--- src/rtl/uart_frame_pkg.sv ---
package uart_frame_pkg;

    typedef enum logic [2:0] {
        PAR_NONE  = 3'd0,
        PAR_ODD   = 3'd1,
        PAR_EVEN  = 3'd2,
        PAR_MARK  = 3'd3,
        PAR_SPACE = 3'd4
    } par_mode_e;

    typedef enum logic [2:0] {
        TX_IDLE, TX_LEAD, TX_START, TX_DATA, TX_PAR, TX_STOP, TX_BRK, TX_BRKEND
    } tx_state_e;

    typedef enum logic [2:0] {
        RX_IDLE, RX_START, RX_DATA, RX_PAR, RX_STOP, RX_BRKCHK, RX_BRKWAIT
    } rx_state_e;

    // true when the mode carries a parity bit
    function automatic logic par_on(input logic [2:0] mode);
        return (mode == PAR_ODD) || (mode == PAR_EVEN) ||
               (mode == PAR_MARK) || (mode == PAR_SPACE);
    endfunction

    // parity bit value for a given xor of the data bits
    function automatic logic par_value(input logic [2:0] mode, input logic xr);
        logic p;
        case (mode)
            PAR_ODD:  p = ~xr;
            PAR_EVEN: p = xr;
            PAR_MARK: p = 1'b1;
            default:  p = 1'b0;
        endcase
        return p;
    endfunction

endpackage

--- src/rtl/uart_frame_sync.sv ---
module uart_frame_sync #(
    parameter int STAGES = 2
) (
    input  logic clk_i,
    input  logic rst_ni,
    input  logic d_i,
    output logic q_o
);
    logic [STAGES-1:0] chain_q;

    genvar g;
    generate
        for (g = 0; g < STAGES; g++) begin : g_stage
            always_ff @(posedge clk_i or negedge rst_ni) begin
                if (!rst_ni) chain_q[g] <= 1'b1;
                else if (g == 0) chain_q[g] <= d_i;
                else chain_q[g] <= chain_q[(g == 0) ? 0 : g-1];
            end
        end
    endgenerate

    assign q_o = chain_q[STAGES-1];
endmodule

--- src/rtl/uart_frame_tx.sv ---
module uart_frame_tx
    import uart_frame_pkg::*;
#(
    parameter int DW  = 8,
    parameter int OSR = 16
) (
    input  logic          clk_i,
    input  logic          rst_ni,
    input  logic          len8_i,
    input  logic          stop2_i,
    input  logic [2:0]    par_i,
    input  logic          tick_i,
    input  logic          brk_i,
    input  logic [DW-1:0] data_i,
    input  logic          valid_i,
    output logic          ready_o,
    output logic          txd_o,
    output logic          txden_o
);
    localparam int SW = $clog2(OSR);
    localparam int IW = $clog2(DW);
    localparam logic [SW-1:0] LAST_SUB = SW'(OSR-1);

    typedef struct packed {
        tx_state_e     st;
        logic [SW-1:0] sub;
        logic [IW-1:0] idx;
        logic [DW-1:0] sh;
        logic          pb;
        logic          brk;
        logic          stp;
    } tx_reg_t;

    tx_reg_t q, d;

    logic [DW-1:0] mask;
    logic [IW-1:0] last_idx;
    logic          edge_w;

    always_comb begin
        mask     = len8_i ? {DW{1'b1}} : {1'b0, {(DW-1){1'b1}}};
        last_idx = len8_i ? IW'(DW-1) : IW'(DW-2);
        edge_w   = tick_i && (q.sub == LAST_SUB);
        d        = q;
        if (tick_i && q.st != TX_IDLE) begin
            d.sub = (q.sub == LAST_SUB) ? '0 : q.sub + 1'b1;
        end
        case (q.st)
            TX_IDLE: begin
                d.sub = '0;
                if (brk_i) begin
                    d.st  = TX_LEAD;
                    d.brk = 1'b1;
                end else if (valid_i) begin
                    d.st  = TX_LEAD;
                    d.brk = 1'b0;
                    d.sh  = data_i & mask;
                    d.pb  = par_value(par_i, ^(data_i & mask));
                end
            end
            TX_LEAD: if (edge_w) d.st = q.brk ? TX_BRK : TX_START;
            TX_START: if (edge_w) begin
                d.st  = TX_DATA;
                d.idx = '0;
            end
            TX_DATA: if (edge_w) begin
                d.sh = q.sh >> 1;
                if (q.idx == last_idx) begin
                    d.st  = par_on(par_i) ? TX_PAR : TX_STOP;
                    d.stp = stop2_i;
                end else begin
                    d.idx = q.idx + 1'b1;
                end
            end
            TX_PAR: if (edge_w) begin
                d.st  = TX_STOP;
                d.stp = stop2_i;
            end
            TX_STOP: if (edge_w) begin
                if (q.stp) d.stp = 1'b0;
                else       d.st  = TX_IDLE;
            end
            TX_BRK: if (edge_w && !brk_i) d.st = TX_BRKEND;
            TX_BRKEND: if (edge_w) d.st = TX_IDLE;
            default: d.st = TX_IDLE;
        endcase
    end

    always_ff @(posedge clk_i or negedge rst_ni) begin
        if (!rst_ni) begin
            q <= '{st: TX_IDLE, sub: '0, idx: '0, sh: '0, pb: 1'b0, brk: 1'b0, stp: 1'b0};
        end else begin
            q <= d;
        end
    end

    always_comb begin
        case (q.st)
            TX_START, TX_BRK: txd_o = 1'b0;
            TX_DATA:          txd_o = q.sh[0];
            TX_PAR:           txd_o = q.pb;
            default:          txd_o = 1'b1;
        endcase
    end

    assign txden_o = (q.st != TX_IDLE);
    assign ready_o = (q.st == TX_IDLE) && !brk_i;
endmodule

--- src/rtl/uart_frame_rx.sv ---
module uart_frame_rx
    import uart_frame_pkg::*;
#(
    parameter int DW  = 8,
    parameter int OSR = 16
) (
    input  logic          clk_i,
    input  logic          rst_ni,
    input  logic          len8_i,
    input  logic          stop2_i,
    input  logic [2:0]    par_i,
    input  logic [DW-1:0] evt_i,
    input  logic          tick_i,
    input  logic          rxd_i,
    output logic [DW-1:0] data_o,
    output logic          valid_o,
    input  logic          ready_i,
    output logic          ferr_o,
    output logic          perr_o,
    output logic          evt_o,
    output logic          brk_o
);
    localparam int SW = $clog2(OSR);
    localparam int IW = $clog2(DW);
    localparam logic [SW-1:0] LAST_SUB = SW'(OSR-1);
    localparam logic [SW-1:0] MID_SUB  = SW'(OSR/2-1);

    typedef struct packed {
        rx_state_e     st;
        logic [SW-1:0] sub;
        logic [IW-1:0] idx;
        logic [DW-1:0] sh;
        logic          pb;
        logic          zero;
        logic          ferr;
        logic          stp;
        logic          ov;
        logic [DW-1:0] od;
        logic          oferr;
        logic          operr;
        logic          oevt;
        logic          obrk;
    } rx_reg_t;

    rx_reg_t q, d;

    logic [DW-1:0] mask;
    logic [IW-1:0] last_idx;
    logic          samp;
    logic          deliver;
    logic          ferr_n;

    always_comb begin
        mask     = len8_i ? {DW{1'b1}} : {1'b0, {(DW-1){1'b1}}};
        last_idx = len8_i ? IW'(DW-1) : IW'(DW-2);
        samp     = tick_i && (q.sub == LAST_SUB);
        deliver  = 1'b0;
        ferr_n   = q.ferr;
        d        = q;
        d.obrk   = 1'b0;
        if (q.ov && ready_i) d.ov = 1'b0;
        if (tick_i && q.st != RX_IDLE) begin
            d.sub = (q.sub == LAST_SUB) ? '0 : q.sub + 1'b1;
        end
        case (q.st)
            RX_IDLE: begin
                d.sub = '0;
                if (tick_i && !rxd_i) d.st = RX_START;
            end
            RX_START: if (tick_i && q.sub == MID_SUB) begin
                if (rxd_i) begin
                    d.st = RX_IDLE;
                end else begin
                    d.st   = RX_DATA;
                    d.sub  = '0;
                    d.idx  = '0;
                    d.sh   = '0;
                    d.zero = 1'b1;
                    d.ferr = 1'b0;
                end
            end
            RX_DATA: if (samp) begin
                d.sh[q.idx] = rxd_i;
                if (rxd_i) d.zero = 1'b0;
                if (q.idx == last_idx) begin
                    d.st  = par_on(par_i) ? RX_PAR : RX_STOP;
                    d.stp = stop2_i;
                end else begin
                    d.idx = q.idx + 1'b1;
                end
            end
            RX_PAR: if (samp) begin
                d.pb = rxd_i;
                if (rxd_i) d.zero = 1'b0;
                d.st = RX_STOP;
            end
            RX_STOP: if (samp) begin
                ferr_n = q.ferr | ~rxd_i;
                d.ferr = ferr_n;
                if (rxd_i) d.zero = 1'b0;
                if (q.stp) begin
                    d.stp = 1'b0;
                end else if (q.zero && !rxd_i) begin
                    d.st = RX_BRKCHK;
                end else begin
                    d.st    = RX_IDLE;
                    deliver = 1'b1;
                end
            end
            RX_BRKCHK: if (samp) begin
                if (!rxd_i) begin
                    d.obrk = 1'b1;
                    d.st   = RX_BRKWAIT;
                end else begin
                    d.st    = RX_IDLE;
                    deliver = 1'b1;
                end
            end
            RX_BRKWAIT: begin
                d.sub = '0;
                if (rxd_i) d.st = RX_IDLE;
            end
            default: d.st = RX_IDLE;
        endcase
        // a character finding the output still occupied is dropped
        if (deliver && !d.ov) begin
            d.ov    = 1'b1;
            d.od    = q.sh;
            d.oferr = ferr_n;
            d.operr = par_on(par_i) && (q.pb != par_value(par_i, ^q.sh));
            d.oevt  = (q.sh == (evt_i & mask));
        end
    end

    always_ff @(posedge clk_i or negedge rst_ni) begin
        if (!rst_ni) begin
            q <= '{st: RX_IDLE, sub: '0, idx: '0, sh: '0, pb: 1'b0, zero: 1'b0,
                   ferr: 1'b0, stp: 1'b0, ov: 1'b0, od: '0, oferr: 1'b0,
                   operr: 1'b0, oevt: 1'b0, obrk: 1'b0};
        end else begin
            q <= d;
        end
    end

    assign data_o  = q.od;
    assign valid_o = q.ov;
    assign ferr_o  = q.oferr;
    assign perr_o  = q.operr;
    assign evt_o   = q.oevt;
    assign brk_o   = q.obrk;
endmodule

--- src/rtl/uart_frame_core.sv ---
module uart_frame_core #(
    parameter int DW  = 8,
    parameter int OSR = 16,
    parameter int SYNC_STAGES = 2
) (
    input  logic          clk_i,
    input  logic          rst_ni,
    input  logic          cfg_len8_i,
    input  logic          cfg_stop2_i,
    input  logic [2:0]    cfg_par_i,
    input  logic [DW-1:0] evt_char_i,
    input  logic          tick16_i,
    input  logic          brk_req_i,
    input  logic [DW-1:0] tx_data_i,
    input  logic          tx_valid_i,
    output logic          tx_ready_o,
    output logic          txd_o,
    output logic          txden_o,
    input  logic          rxd_i,
    output logic [DW-1:0] rx_data_o,
    output logic          rx_valid_o,
    input  logic          rx_ready_i,
    output logic          rx_frame_err_o,
    output logic          rx_par_err_o,
    output logic          rx_event_o,
    output logic          rx_break_o
);
    logic rxd_s;

    uart_frame_sync #(.STAGES(SYNC_STAGES)) u_sync (
        .clk_i  (clk_i),
        .rst_ni (rst_ni),
        .d_i    (rxd_i),
        .q_o    (rxd_s)
    );

    uart_frame_tx #(.DW(DW), .OSR(OSR)) u_tx (
        .clk_i   (clk_i),
        .rst_ni  (rst_ni),
        .len8_i  (cfg_len8_i),
        .stop2_i (cfg_stop2_i),
        .par_i   (cfg_par_i),
        .tick_i  (tick16_i),
        .brk_i   (brk_req_i),
        .data_i  (tx_data_i),
        .valid_i (tx_valid_i),
        .ready_o (tx_ready_o),
        .txd_o   (txd_o),
        .txden_o (txden_o)
    );

    uart_frame_rx #(.DW(DW), .OSR(OSR)) u_rx (
        .clk_i   (clk_i),
        .rst_ni  (rst_ni),
        .len8_i  (cfg_len8_i),
        .stop2_i (cfg_stop2_i),
        .par_i   (cfg_par_i),
        .evt_i   (evt_char_i),
        .tick_i  (tick16_i),
        .rxd_i   (rxd_s),
        .data_o  (rx_data_o),
        .valid_o (rx_valid_o),
        .ready_i (rx_ready_i),
        .ferr_o  (rx_frame_err_o),
        .perr_o  (rx_par_err_o),
        .evt_o   (rx_event_o),
        .brk_o   (rx_break_o)
    );
endmodule

--- config.mk ---
export PLATFORM = sky130hd
export DESIGN_NAME = uart_frame_core
export DESIGN_NICKNAME = d
export VERILOG_FILES = /design/src/rtl/uart_frame_pkg.sv /design/src/rtl/uart_frame_sync.sv /design/src/rtl/uart_frame_tx.sv /design/src/rtl/uart_frame_rx.sv /design/src/rtl/uart_frame_core.sv
export SDC_FILE = /design/constraint.sdc
export NUM_CORES = 1
export LEC_CHECK = 0
export BUFFER_PORTS_ARGS = -buffer_cell sky130_fd_sc_hd__buf_4
export CAP_MARGIN = 25
export CELL_PAD_IN_SITES_DETAIL_PLACEMENT = 0
export CELL_PAD_IN_SITES_GLOBAL_PLACEMENT = 1
export CORE_MARGIN = 2
export CORE_UTILIZATION = 40
export DETAILED_ROUTE_END_ITERATION = 16
export PLACE_DENSITY = 0.8
export SLEW_MARGIN = 20
export SYNTH_ARGS = -nofsm -noshare
export SYNTH_HDL_FRONTEND = slang
export SYNTH_SLANG_ARGS = --single-unit
--- constraint.sdc ---
create_clock -name clk_i -period 2 [get_ports clk_i]
set_input_delay 0.1 -clock clk_i [delete_from_list [all_inputs] [get_ports clk_i]]
set_output_delay 0.1 -clock clk_i [all_outputs]
set_load 0.05 [all_outputs]
==> impl_metrics.toml, run 1 <==
[run_status]
status = "finished clean"

[routing]
totalWireLength_mm = 6.716
drtPass1Iterations = 4
drc = 0
drtIter0Drc = 59
ant_nets = 0
vias = 2524
routedWlPerCell_um = 13.79
vias_per_cell = 5.183

[synth]
syn_avg_cell_area_um2 = 9.709
synth_area_leaders = "dfrtp_1, xnor2_1, o21ai_0"
synth_common_cells = "dfrtp_1, nand2_1, o21ai_0"
ys_types = 58
synth_edf_count = 0
yosysMostFrequentCell = "dfrtp_1"
synth.top_cell.area_share_pct = 43.34
synth.cell_area_um2 = 3233
async_flop_share_pct = 100.0
syn_inst = 333
synthFlopType = "dfrtp_1"
synth.ff_latch_count = 58
synth_warnings = 0
synthesis.nets = 365
synth_area_leader_cell = "dfrtp_1"
synth_seq_area_share_pct = 44.97

[floorplanning]
die-area_um2 = 8818
die_y_um = 93.91
initial_core_util_pct = 41.62
coreArea_um2 = 7767
io_pins = 44
rows = 32
die_w_um = 93.91

[power_and_ir_drop]
p_switching_w = 0.001194
p_comb_share_pct = 27.0
power_density_nw_per_um2 = 936.2
p_seq_share_pct = 42.1
p_leak_nw = 1.769
p_sw_share_pct = 32.85
peakVddDrop_mv = 0.4692
cell_internal_pwr_w = 0.002440
clock_power_share_pct = 30.8

[place]
place_congestion = 0.8414
placedInstanceArea_um2 = 3622
port_buffers = 43
dpl_worst_slack_ns = 0.06167
dpl.hpwl_mm = 4.870

[min_path]
hold_path_end = "u_tx.q[10]$_DFFE_PN0P_"
min_path_cells = 3
min_from = "tx_data_i[7]"
min-delay-path-class = "in -> reg"

[cts]
clkSlewWorstSetupHoldPaths_ns = 0.07
cts_buffers = 9
root_buffer = "clkbuf_8"
cts_tree = "yes"
cts_max_path_buffers = 2
clock-sinks = 58
worstSkewPairLatency_ns = 0.34
cts_max_level = 3

[sta]
whs_ns = 0.03334
period_minus_slack_ns = 1.843
drv_slew = 0
finalClockSkew_ns = 0.008408
relSlewSlack_pct = 51.59
setup_viol = 0
hold_viol_final = 0
fin_crit_sh_pct = 92.14
setup_ws_ns = 0.1572
setup_tns_ns = 0
clock.fmax_ghz = 0.5427
tightest_slew_ns = 0.7262
rsz0062_at_grt = "false"

[layout]
area_growth_pct = 20.05
post-route-cell-area_um2 = 3881
fin_util_pct = 49.97
drive_above_1_share_pct = 24.94
antenna_cells = 0
fin_nets = 412

[critical_path]
worstPathRequired_ns = 2.21
critPathArrivalTime_ns = 2.06
reg2reg_depth = 6
cp-end-kind = "flip-flop"
r2r_end = "u_rx.data_o[6]$_DFFE_PN0P_"
rrSetupSlack_ns = 0.16
start_kind = "flip-flop"
setup.worst_path.class = "reg -> reg"
path_max_fanout = 13
timing.rr.start = "u_rx.q[28]$_DFF_PN0_"

[global_route]
track_usage_pct = 16.51
grt_pass1_wl_mm = 11.23
grt_pass1_vias = 2455
grt_overflow = 0
grt_max_degree = 59
antenna_found_initial = 0

[flow_run]
maxCapViolations = 0
[metal layers]
layer	global-route usage [%]	wire (um)	share of wire (%)
met2	26.43	3269	49
met5	0	0	0
met3	4.896	278	4.1
met4	7.367	131	2.0
met1	20.59	3037	45
[power by group through the flow]
stage / registers (W) / clock network [W] / logic [W]
finish: 0.00153 / 0.00112 / 0.000982
global route: 0.00156 / 0.00120 / 0.00110
CTS: 0.00153 / 0.00116 / 0.000986
detailed placement: 0.00155 / 0 / 0.000978
global placement: 0.00155 / 0 / 0.000963
floorplan: 0.00145 / 0 / 0.000818
[metrics by stage]
stage          std cells  total power [W]
2_1_floorplan        333         0.002266
3_3_place_gp         468         0.002509
3_5_place_dp         468         0.002528
4_1_cts              486         0.003673
5_1_grt              487         0.003858
6_report             487         0.003634
[cell type report]
type | count | area [um^2]
repair buffers | 58 | 452.9
multi-input cells | 247 | 1617
inverters | 6 | 22.52
clock buffers | 14 | 172.7
well taps | 102 | 127.6
fillers | 733 | 3886
flip-flops and latches | 58 | 1454
clock inverters | 2 | 35.03
[worst max path at each step]
stage                                       from                         end  slack [ns]  cells after the start
after floorplan           u_tx.q[19]$_DFFE_PN0P_                  tx_ready_o        0.04                      4
final                       u_rx.q[28]$_DFF_PN0_  u_rx.data_o[6]$_DFFE_PN0P_        0.16                      6
after global routing      u_tx.q[19]$_DFFE_PN0P_      u_tx.q[18]$_DFFE_PN0P_        0.02                      6
after detailed placement    u_rx.q[28]$_DFF_PN0_  u_rx.data_o[4]$_DFFE_PN0P_        0.06                      5
after global placement      u_rx.q[28]$_DFF_PN0_  u_rx.data_o[3]$_DFFE_PN0P_        0.11                      5
after CTS                   u_rx.q[28]$_DFF_PN0_  u_rx.data_o[6]$_DFFE_PN0P_        0.04                      5
[cell families (layout without fill, tap and decap cells)]
family                   count (synthesis)  after routing  share of synthesized area [%]
flip-flops                              58             58                          44.97
buffers and inverters                   28             80                          5.379
AO/OA/AOI/OAI                           79             79                          16.10
AND/OR/NAND/NOR                        119            119                          18.81
multiplexers                            16             16                          5.341
adder cells (fa/ha/maj)                  4              4                          1.548
XOR/XNOR                                29             29                          7.856
[critical path: stages (launching register included)]
cell and delay, ns:
dfrtp_1 0.40, ha_2 0.25, and4_1 0.25, o2111ai_2 0.18, nor2b_4 0.17, buf_12 0.15, mux2_2 0.33
[placed cells by master, fill, tap and decap left out, types with 2 or more instances in the layout]
cell type,netlist,final
dfrtp_1,56,56
buf_4,13,55
nand2_1,41,41
o21ai_0,34,34
nor2_1,24,23
xnor2_1,21,21
nand3_1,18,18
clkbuf_8,0,12
mux2_2,9,9
a21oi_1,8,8
a22oi_1,8,8
xor2_1,8,8
inv_1,6,6
mux2i_1,6,6
nor2b_1,6,6
nand2b_1,4,4
o21ai_1,4,4
a21o_1,4,4
a31oi_1,3,3
nand4_1,3,3
and3_1,3,3
ha_1,4,3
and4_1,2,2
nor3b_1,2,2
nand3b_1,2,2
and2_1,2,2
a21boi_0,2,2
o32a_1,2,2
clkbuf_1,3,2
dlygate4sd3_1,0,2
dfstp_2,2,2
[sequential cells by signal, summed over array words and instances, names as in the netlist]
register	flops
u_rx.q	22
u_rx.brk_o	1
u_tx.q	21
u_sync.chain_q	1
u_rx.evt_o	1
u_rx.ferr_o	1
u_rx.valid_o	1
u_rx.data_o	8
u_rx.perr_o	1
u_sync.q_o	1
[repair_timing]
item                                    CTS  global route
endpoints found under the setup margin    0            11
gates resized for setup                   0             3
setup buffers                             0             1
hold endpoints to repair                 57             0
hold buffers                              2             0
(Power assumes the default switching activity.)
==> run 2, diff against run 1 <==
--- a/config.mk
+++ b/config.mk
@@ -7,3 +7,2 @@
 export LEC_CHECK = 0
-export BUFFER_PORTS_ARGS = -buffer_cell sky130_fd_sc_hd__buf_4
 export CAP_MARGIN = 25
@@ -12,5 +11,6 @@
 export CORE_MARGIN = 2
-export CORE_UTILIZATION = 40
+export CORE_UTILIZATION = 44
 export DETAILED_ROUTE_END_ITERATION = 16
-export PLACE_DENSITY = 0.8
+export DONT_BUFFER_PORTS = 1
+export PLACE_DENSITY = 0.79
 export SLEW_MARGIN = 20
--- a/constraint.sdc
+++ b/constraint.sdc
@@ -3,2 +3,2 @@
 set_output_delay 0.1 -clock clk_i [all_outputs]
-set_load 0.05 [all_outputs]
+set_load 0.1 [all_outputs]
==> run 2 against run 1 <==
  * Non-clock buffer count down 9
  * Fmax is 2.6% lower
  * Largest power group unchanged
  * Global-route usage up 2.4 points
  * Setup slack worse by 0.049 ns
  * Final area shrank 1.1%
==> impl_metrics.toml, run 2 (synthesized netlist as in run 1, its figures left out) <==
[run_status]
status = "finished clean"

[critical_path]
reg2reg_depth = 6
slowest_delay_ns = 0.37
setup.worst_path.class = "reg -> out"
start_kind = "flip-flop"
cpMostUsedCell = "buf_4"
path_max_fanout = 9
critPathArrivalTime_ns = 1.79
r2r_end = "u_rx.data_o[3]$_DFFE_PN0P_"
crit_chain = "buf_4 -> nor3_4 -> buf_4 -> inv_1 -> buf_6 -> nor2_4 -> buf_12"
rrSetupSlack_ns = 0.17
cp_slowest_cell = "dfrtp_1"
cp-end-kind = "output pin"
timing.rr.start = "u_rx.q[28]$_DFF_PN0_"
worstPathRequired_ns = 1.90

[cts]
cts_max_path_buffers = 2
root_buffer = "clkbuf_8"
clock-sinks = 58
cts_tree = "yes"
cts_buffers = 9
clkSlewWorstSetupHoldPaths_ns = 0.07
cts_max_level = 3
worstSkewPairLatency_ns = 0.34

[layout]
antenna_cells = 0
largest_register_ffs = 22
fin_nets = 403
fillCellCount = 647
stdcell_count = 475
fin_util_pct = 53.50
final_common_cell = "dfrtp_1"
drive_above_1_share_pct = 20.74
regMostFlops = "u_rx.q"
post-route-cell-area_um2 = 3839
area_growth_pct = 18.73
final_cell_mix = "dfrtp_1, nand2_1, o21ai_0, buf_4, nor2_1"

[place]
dpl.hpwl_mm = 4.946
place_congestion = 0.8807
placedInstanceArea_um2 = 3456
dp_cells = 440
port_buffers = 0

[routing]
ant_nets = 0
drtPass1Iterations = 4
drc = 0
totalWireLength_mm = 7.178
drtIter0Drc = 125
vias = 2471
vias_per_cell = 5.202
routedWlPerCell_um = 15.11

[floorplanning]
rows = 31
initial_core_util_pct = 45.06
io_pins = 44
coreArea_um2 = 7176
die_w_um = 89.72
die_y_um = 89.72
die-area_um2 = 8050

[global_route]
grt_pass1_vias = 2476
top_usage_layer = "met2"
met2_usage_pct = 30.74
track_usage_pct = 18.90
grt_pass1_wl_mm = 12.21
grt_overflow = 0
grt_util_met1_pct = 24.90
antenna_found_initial = 0
grtUsageMet3_pct = 4.191
grt_max_degree = 59

[sta]
setup_viol = 0
clock.fmax_ghz = 0.5287
finalClockSkew_ns = 0.009611
drv_slew = 0
tightest_slew_ns = 0.4597
fin_crit_sh_pct = 94.57
hold_viol_final = 0
rsz0062_at_grt = "false"
relSlewSlack_pct = 69.03
period_minus_slack_ns = 1.891

[flow_run]
maxCapViolations = 0

[power_and_ir_drop]
p_switching_w = 0.001365
clock_power_share_pct = 24.9
p_seq_share_pct = 40.5
power_density_nw_per_um2 = 953.7
p_leak_nw = 1.711
p_sw_share_pct = 37.29
cell_internal_pwr_w = 0.002296
peakVddDrop_mv = 0.4021
p_comb_share_pct = 34.5

[min_path]
min-delay-path-class = "in -> reg"
min_from = "tx_data_i[5]"
min_path_cells = 2
hold_path_end = "u_tx.q[8]$_DFFE_PN0P_"
## run 2: changes by cell type in the layout (fill, tap and decap cells not counted), moves of 2 or more
cell and change:
buf_4 -23, clkinvlp_4 +2, clkbuf_8 -3, dlygate4sd3_1 +11, clkinv_2 +3
## run 2: power by group through the flow
stage          Sequential (W)  Combinational [W]  Clock, W
2_1_floorplan         0.00145           0.000948         0
3_3_place_gp          0.00150            0.00112         0
3_5_place_dp          0.00151            0.00114         0
4_1_cts               0.00149            0.00120  0.000948
5_1_grt               0.00151            0.00139  0.000999
6_report              0.00148            0.00126  0.000913
## run 2: worst max-delay path by stage
| stage | to | slack (ns) | cells past startpoint | start |
|---|---|---|---|---|
| final | tx_ready_o | 0.11 | 7 | u_tx.q[18]$_DFFE_PN0P_ |
| after global routing | tx_ready_o | 0.01 | 7 | u_tx.q[18]$_DFFE_PN0P_ |
| after CTS | tx_ready_o | 0.01 | 7 | u_tx.q[20]$_DFFE_PN0P_ |
| after detailed placement | u_rx.data_o[7]$_DFFE_PN0P_ | 0.07 | 5 | u_rx.q[28]$_DFF_PN0_ |
| after global placement | u_rx.data_o[3]$_DFFE_PN0P_ | 0.13 | 5 | u_rx.q[28]$_DFF_PN0_ |
| after floorplan | u_tx.q[18]$_DFFE_PN0P_ | -0.08 | 8 | u_tx.q[19]$_DFFE_PN0P_ |
## run 2: worst max-delay path, delay by kind of cell, from the launching register on
family	cells	cell delay [ns]
buf+inv	5	0.76
flops	1	0.37
simple gates	2	0.33
## run 2: metrics by stage
step,setup slack [ns],setup TNS [ns],hold slack (ns),total power [W]
finish,0.1086,0,0.0005561,0.003661
floorplan,-0.07683,-0.2041,-0.1956,0.002395
detailed placement,0.07472,0,-0.1934,0.002644
CTS,0.009697,0,0.004328,0.003637
global placement,0.1321,0,-0.1936,0.002617
global route,0.01101,0,0.02203,0.003895
## run 2: final cells by class
type	count	area [um^2]	share of cell area, %
flip-flops and latches	58	1454	37.87
multi-input cells	247	1627	42.37
well taps	99	123.9	3.227
repair buffers	49	449.2	11.70
inverters	6	22.52	0.5867
clock inverters	6	35.03	0.9126
clock buffers	10	127.6	3.325
## run 2: per-layer routing
layer,up-vias,part of all wire [%],wire [um]
met4,0,1.6,115
li1,1245,-,-
met3,8,3.2,230
met2,36,49,3484
met5,-,0,0
met1,1182,47,3347
## run 2: repair_timing
action / CTS / global route
endpoints found under the setup margin: 1 / 11
endpoints found under the hold margin: 73 / 0
hold buffers: 14 / 0
gates resized for setup: 1 / 2
buffers inserted: 0 / 5
pin swaps: 0 / 1
